### config.mk
export PLATFORM = sky130hd
export DESIGN_NAME = fpw_top
export DESIGN_NICKNAME = d
export VERILOG_FILES = /design/src/rtl/fpw_pkg.sv /design/src/rtl/fpw_ctrl.sv /design/src/rtl/fpw_datapath.sv /design/src/rtl/fpw_top.sv
export SDC_FILE = /design/constraint.sdc
export NUM_CORES = 1
export LEC_CHECK = 0
export BUFFER_PORTS_ARGS = -buffer_cell sky130_fd_sc_hd__buf_2
export CAP_MARGIN = 5
export CORE_MARGIN = 1.5
export CORE_UTILIZATION = 50
export DETAILED_ROUTE_END_ITERATION = 6
export PLACE_DENSITY = 0.74
export SYNTH_ARGS = -nofsm -noshare
export SYNTH_HDL_FRONTEND = slang
export SYNTH_SLANG_ARGS = --single-unit
### constraint.sdc
create_clock -name clk -period 1.5 [get_ports clk]
set_input_delay 0.15 -clock clk [delete_from_list [all_inputs] [get_ports clk]]
set_output_delay 0.15 -clock clk [all_outputs]
set_load 0.02 [all_outputs]
### src/rtl/fpw_pkg.sv
package fpw_pkg;
  localparam int IN_EXP_W  = 5;
  localparam int IN_MAN_W  = 10;
  localparam int OUT_EXP_W = 8;
  localparam int OUT_MAN_W = 23;
  localparam int IN_W      = 1 + IN_EXP_W + IN_MAN_W;
  localparam int OUT_W     = 1 + OUT_EXP_W + OUT_MAN_W;
  localparam int IN_BIAS   = (1 << (IN_EXP_W - 1)) - 1;
  localparam int OUT_BIAS  = (1 << (OUT_EXP_W - 1)) - 1;
  localparam int BIAS_DIFF = OUT_BIAS - IN_BIAS;
  localparam int PAD_W     = OUT_MAN_W - IN_MAN_W;
  localparam int LZ_W      = $clog2(IN_MAN_W);

  typedef struct packed {
    logic selNorm;
    logic selZero;
    logic selInf;
    logic selNan;
    logic selSub;
    logic loadEn;
  } cvtStrobes_t;
endpackage

### src/rtl/fpw_ctrl.sv
module fpw_ctrl
  import fpw_pkg::*;
(
  input  logic                validIn,
  input  logic [IN_EXP_W-1:0] expField,
  input  logic [IN_MAN_W-1:0] manField,
  output cvtStrobes_t         strobes
);
  logic expAllZero;
  logic expAllOne;
  logic manNonZero;

  always_comb begin
    expAllZero = (expField == '0);
    expAllOne  = (expField == '1);
    manNonZero = |manField;
    strobes.selZero = expAllZero && !manNonZero;
    strobes.selSub  = expAllZero && manNonZero;
    strobes.selInf  = expAllOne && !manNonZero;
    strobes.selNan  = expAllOne && manNonZero;
    strobes.selNorm = !expAllZero && !expAllOne;
    strobes.loadEn  = validIn;
  end
endmodule

### src/rtl/fpw_datapath.sv
module fpw_datapath
  import fpw_pkg::*;
(
  input  cvtStrobes_t         strobes,
  input  logic                signBit,
  input  logic [IN_EXP_W-1:0] expField,
  input  logic [IN_MAN_W-1:0] manField,
  output logic [OUT_W-1:0]    result
);
  logic [LZ_W-1:0]      leadZeros;
  logic [IN_MAN_W-1:0]  subFrac;
  logic [OUT_EXP_W-1:0] normExp;
  logic [OUT_EXP_W-1:0] subExp;
  logic [IN_MAN_W:0]    shifted;

  // Priority encoder: the highest set bit wins, since it is visited last.
  always_comb begin
    leadZeros = '0;
    for (int i = 0; i < IN_MAN_W; i++) begin
      if (manField[i]) leadZeros = LZ_W'(IN_MAN_W - 1 - i);
    end
  end

  always_comb begin
    shifted = {1'b0, manField} << (leadZeros + 1'b1);
    subFrac = shifted[IN_MAN_W-1:0];
    normExp = OUT_EXP_W'(expField) + OUT_EXP_W'(BIAS_DIFF);
    subExp  = OUT_EXP_W'(BIAS_DIFF) - OUT_EXP_W'(leadZeros);
  end

  always_comb begin
    result = {signBit, {(OUT_W-1){1'b0}}};
    unique case (1'b1)
      strobes.selNorm: result = {signBit, normExp, manField, {PAD_W{1'b0}}};
      strobes.selSub:  result = {signBit, subExp, subFrac, {PAD_W{1'b0}}};
      strobes.selInf:  result = {signBit, {OUT_EXP_W{1'b1}}, {OUT_MAN_W{1'b0}}};
      strobes.selNan:  result = {signBit, {OUT_EXP_W{1'b1}}, 1'b1,
                                 manField[IN_MAN_W-2:0], {PAD_W{1'b0}}};
      default:         result = {signBit, {(OUT_W-1){1'b0}}};
    endcase
  end
endmodule

### src/rtl/fpw_top.sv
module fpw_top
  import fpw_pkg::*;
#(
  parameter bit REG_OUT = 1'b1
) (
  input  logic             clk,
  input  logic             rstN,
  input  logic             validIn,
  input  logic [IN_W-1:0]  halfIn,
  output logic             validOut,
  output logic [OUT_W-1:0] singleOut
);
  cvtStrobes_t      strobes;
  logic [OUT_W-1:0] convWord;

  fpw_ctrl u_ctrl (
    .validIn (validIn),
    .expField(halfIn[IN_W-2 -: IN_EXP_W]),
    .manField(halfIn[IN_MAN_W-1:0]),
    .strobes (strobes)
  );

  fpw_datapath u_dp (
    .strobes (strobes),
    .signBit (halfIn[IN_W-1]),
    .expField(halfIn[IN_W-2 -: IN_EXP_W]),
    .manField(halfIn[IN_MAN_W-1:0]),
    .result  (convWord)
  );

  generate
    if (REG_OUT) begin : g_reg
      logic             validQ;
      logic [OUT_W-1:0] dataQ;
      always_ff @(posedge clk or negedge rstN) begin
        if (!rstN) begin
          validQ <= 1'b0;
          dataQ  <= '0;
        end else begin
          validQ <= strobes.loadEn;
          if (strobes.loadEn) dataQ <= convWord;
        end
      end
      assign validOut  = validQ;
      assign singleOut = dataQ;
    end else begin : g_comb
      assign validOut  = strobes.loadEn;
      assign singleOut = convWord;
    end
  endgenerate
endmodule

Word level (Yosys, flattened, before mapping):

Cells that the tools add are included.
W data, S select, Z words.

* output and inout port bits: 33
* word-level logic and storage cells: 27
* register bits after elaboration: 33
* bits of input ports: 19

* equality and inequality tests: 1
* mux-type cells: 11
* reduce and logical (&&, ||, !) cells: 9
* $add $sub $neg: 3
* shift operators: 1

Operator list (count)
* $pmux W31 S4: 1
* $mux W4: 10
* $reduce_or A10 Y1: 1
* $shl A10 B4 Y10: 1
* $add A5 B7 Y8 const B: 1
* $sub A7 B4 Y8 const A: 1
* $eq A5 B5 Y1 const B: 1
* $logic_not A5 Y1: 1
* $add A4 B1 Y4 const B: 1
* $logic_and A1 B1 Y1: 4
* $logic_not A1 Y1: 3

Depth between registers and ports, before layout:

* depth after elaboration: 13
* gate-level depth with buffers: 13
* mapped depth without buffers: 11

Cells and area by module:

From an unflattened synthesis, not the netlist that was laid out.

* cell total of the unflattened synthesis: 239
* area, all modules: 2481.1 µm²

By module, submodules not included
* fpw_top: area each 1370.1 µm², instances 1, cells an instance 69, seq. area each 825.8 µm²
* fpw_datapath: area each 1019.7 µm², instances 1, cells an instance 153, seq. area each 0.0 µm²
* fpw_ctrl: area each 91.3 µm², instances 1, cells an instance 17, seq. area each 0.0 µm²

Least setup slack after synthesis:

Ideal clock, no wire load.

* kind: input -> register
* from: input port halfIn[7]
* to: register g_reg.dataQ[21] (netlist: singleOut[21])
* setup time: 86 ps
* slack: -1396 ps
* arrival: 2810 ps
* stages on the path: 12
* cell sequence: buf_2 -> or4_2 -> o21bai_1 -> nand2_2 -> inv_1 -> ha_1 -> clkbuf_1 -> nor2_1 -> o21ba_2 -> a2111oi_0 -> a21oi_1 -> a32oi_1

* word-level cells in the longest chain between the ends: 6

Ends and longest elaborated chain
* from (decl): line fpw_top.sv:9 `input logic [IN_W-1:0] halfIn,`
* $mux W4 (3 in series): line fpw_datapath.sv:20 `if (manField[i]) leadZeros = LZ_W'(IN_MAN_W - 1 - i);`
* $add A4 B1 Y4: line fpw_datapath.sv:25 `shifted = {1'b0, manField} << (leadZeros + 1'b1);`
* $shl A10 B4 Y10: line fpw_datapath.sv:25
* $pmux W31 S4 (*): line fpw_datapath.sv:33 `unique case (1'b1)`
* to (signal assigned): line fpw_top.sv:41 `if (strobes.loadEn) dataQ <= convWord;`
* to (decl): line fpw_top.sv:34 `logic [OUT_W-1:0] dataQ;`

Mark *: on every way between the ends. The rest lies on a longest branch, timed or not.
A chain may end at the register's enable or synchronous reset.

Final worst setup path:

Same ends and word-level chain as after synthesis.

==> reports/metrics.json <==
{
  "run_status": "finished with violations",
  "violations": "negative setup slack",
  "hold_class": "in -> reg",
  "io-pin-count": 52,
  "timing.setup.critical_path_class": "in -> reg",
  "drt_iter0_drc": 288,
  "power_frac_seq_pct": 33.8,
  "total_net_switching_power_mw": 0.6913,
  "clkLatencyLatePin_ns": 0.29,
  "synth_enable_flop_cells": 0,
  "placementRows": 20,
  "mapped_cells": 197,
  "share_of_the_synthesized_area_in_the_top_cell_type_pct": 28.51,
  "route.final.wire_length_mm": 7.972,
  "max_h_tree_level": 1,
  "core_um2": 3103,
  "final_max_tran_viols": 0,
  "fp.dieArea_um2": 3691,
  "peak_freq_mhz": 427.0,
  "grt_pass1_vias": 1848,
  "groute.usage.overall_pct": 34.02,
  "via_per_inst": 6.347,
  "die_width_um": 60.76,
  "gpl.final_weighted_congestion": 0.9048,
  "io_buffer_count": 38,
  "drive_above_1_share_pct": 58.53,
  "timing.slew.headroom_pct": 57.91,
  "total_leakage_power_nw": 1.257,
  "clockRootBuffer": "clkbuf_4",
  "max_cap_viol_count": 0,
  "post_synth_instance_area_um2": 1668,
  "post-synth-top-area-cell": "dfrtp_1",
  "timing.final.hold_violations": 0,
  "synth_seq_area_share_pct": 28.51,
  "grt_pass1_wl_mm": 9.101,
  "timing.critical_path.required_ns": 1.71,
  "cts_tree": "yes",
  "worst_pin_slew_ns": 0.6155,
  "clock_tree.buffer_depth": 2,
  "hold-worst-slack_ns": 0.05902,
  "dpl_cell_area_um2": 2278,
  "avg_wl_per_cell_um": 23.24,
  "postLayoutCellArea_um2": 2781,
  "min_period_ns": 2.342,
  "p_int_mw": 1.043,
  "crit_path_start_kind": "primary input",
  "area_delta_synth_final_pct": 66.77,
  "count_of_vias_placed_by_the_detailed_router": 2177,
  "share_of_the_cycle_needed_by_the_critical_path_after_routing_pct": 156.1,
  "yosys-top-cells-area": "dfrtp_1, buf_4, a21oi_1",
  "ant_nets": 0,
  "end_kind": "register",
  "async_flop_share_pct": 100.0,
  "drc": 0,
  "nets": 321,
  "postSynth.topFlopCell": "dfrtp_1",
  "power_switching_share_pct": 39.87,
  "antenna_found_initial": 0,
  "grt_max_degree": 27,
  "initial_core_util_pct": 53.75,
  "power_density_nw_per_um2": 623.5,
  "worst_ir_drop_vdd_mv": 0.2929,
  "clkPwrFrac_pct": 15.3,
  "antenna_cells": 0,
  "preCtsSetupSlack_ns": -0.9841,
  "tritoncts_num_sinks": 19,
  "overflow": 0,
  "clkSlewWorstSetupHoldPaths_ns": 0.12,
  "synth.yosys.warnings": 0,
  "worst_slack_ns": -0.8422,
  "power_share_of_the_combinational_group_pct": 51.0,
  "finalSetupViolations": 14,
  "sum_of_net_half_perimeters_after_detailed_placement_mm": 3.820,
  "synth.most_common_cell": "dfrtp_1",
  "cts_inserted_buffers": 3,
  "synth_seq_cells": 19,
  "die_h_um": 60.76,
  "finClkSkew_ns": 0,
  "drt_pass1_iterations": 5,
  "crit_fanout": 5,
  "synth.avg_cell_area_um2": 8.466,
  "synth.top_cells.by_count": "dfrtp_1, a21oi_1, nor2_1",
  "synth.lib_cells_used.distinct": 64,
  "unrepaired_setup_endpoints_after_global_routing": "true",
  "worst_ep_arrival_time_ns": 2.56
}
-- registers in the layout, summed over array words and instances, names as in the netlist --
register,count
singleOut,18
validOut,1
-- worst paths after layout --
check                               from  depth (start not counted)  slack, ns             to
max in group asynchronous           rstN                          2       0.88  singleOut[16]
hold reg to reg            singleOut[31]                          1       0.52  singleOut[31]
min in group asynchronous           rstN                          2       0.30  singleOut[21]
setup / recovery               halfIn[7]                         11      -0.84  singleOut[21]
setup reg to reg           singleOut[18]                          3       0.49  singleOut[18]
hold / removal                halfIn[15]                          2       0.06  singleOut[31]
-- stage by stage --
stage | instances | util, % | total power, mW | TNS (ns)
floorplan | 209 | - | 1.007 | -7.651
global placement | 325 | 73.43 | 1.226 | -9.362
detailed placement | 325 | 73.43 | 1.238 | -9.936
CTS | 335 | 79.64 | 1.549 | -4.198
global route | 343 | 89.64 | 1.790 | -6.847
finish | 343 | 89.64 | 1.734 | -6.652
-- power by group through the flow --
| stage | sequential (mW) | clock (mW) | combinational (mW) |
|---|---|---|---|
| final | 0.586 | 0.264 | 0.884 |
| after CTS | 0.583 | 0.264 | 0.703 |
| after global routing | 0.590 | 0.285 | 0.915 |
| after global placement | 0.590 | 0 | 0.637 |
| after detailed placement | 0.593 | 0 | 0.645 |
| after floorplan | 0.656 | 0 | 0.351 |
-- area by class of cell --
type | count | area [um^2]
Fill cell | 155 | 321.6
Sequential cell | 19 | 475.5
Timing Repair Buffer | 110 | 812.0
Multi-Input combinational cell | 157 | 1370
Clock buffer | 3 | 22.52
Clock inverter | 1 | 5.005
Tap cell | 44 | 55.05
Inverter | 9 | 41.29
-- metal layers --
metal	global-route usage [%]	wire, um	up-vias	share of wire [%]
met5	0	0	-	0
met4	19.57	655	0	8.2
met3	5.117	872	74	11
met2	54.84	3583	201	45
met1	43.37	2860	998	36
li1	-	-	904	-
-- kinds of logic after synthesis --
family / count (synthesis) / synth area share [%]
XOR/XNOR: 3 / 2.026
adder cells (fa/ha/maj): 2 / 1.500
other: 1 / 0.2248
AND/OR/NAND/NOR: 67 / 22.36
multiplexers: 12 / 9.002
buffers and inverters: 33 / 11.93
AO/OA/AOI/OAI: 60 / 24.46
flip-flops: 19 / 28.51
-- critical path, cell delays in order --
cell and delay [ns]:
buf_12 0.11, or4_4 0.54, o21bai_4 0.22, nand2_4 0.09, inv_4 0.04, ha_4 0.32
nor2_1 0.10, o21ba_4 0.22, a2111oi_4 0.35, a21oi_2 0.13, a32oi_1 0.28
-- cells in the final DEF (no fill, tap or decap), drive strengths merged, types with 5 or more instances in the layout --
| cell | instances |
|---|---|
| a21oi | 17 |
| buf | 109 |
| conb | 13 |
| dfrtp | 19 |
| inv | 8 |
| mux2i | 6 |
| nand2 | 11 |
| nand2b | 6 |
| nand3 | 5 |
| nor2 | 17 |
| nor2b | 7 |
| o21ai | 13 |
-- repair_timing --
| action | CTS | global route |
|---|---|---|
| gates resized for setup | 26 | 57 |
| hold buffers | 1 | 0 |
| buffers inserted | 7 | 8 |
| pin swaps | 14 | 20 |
| setup endpoints to repair | 12 | 15 |
| hold endpoints to repair | 19 | 0 |
Power figures use the tool's default switching activity.
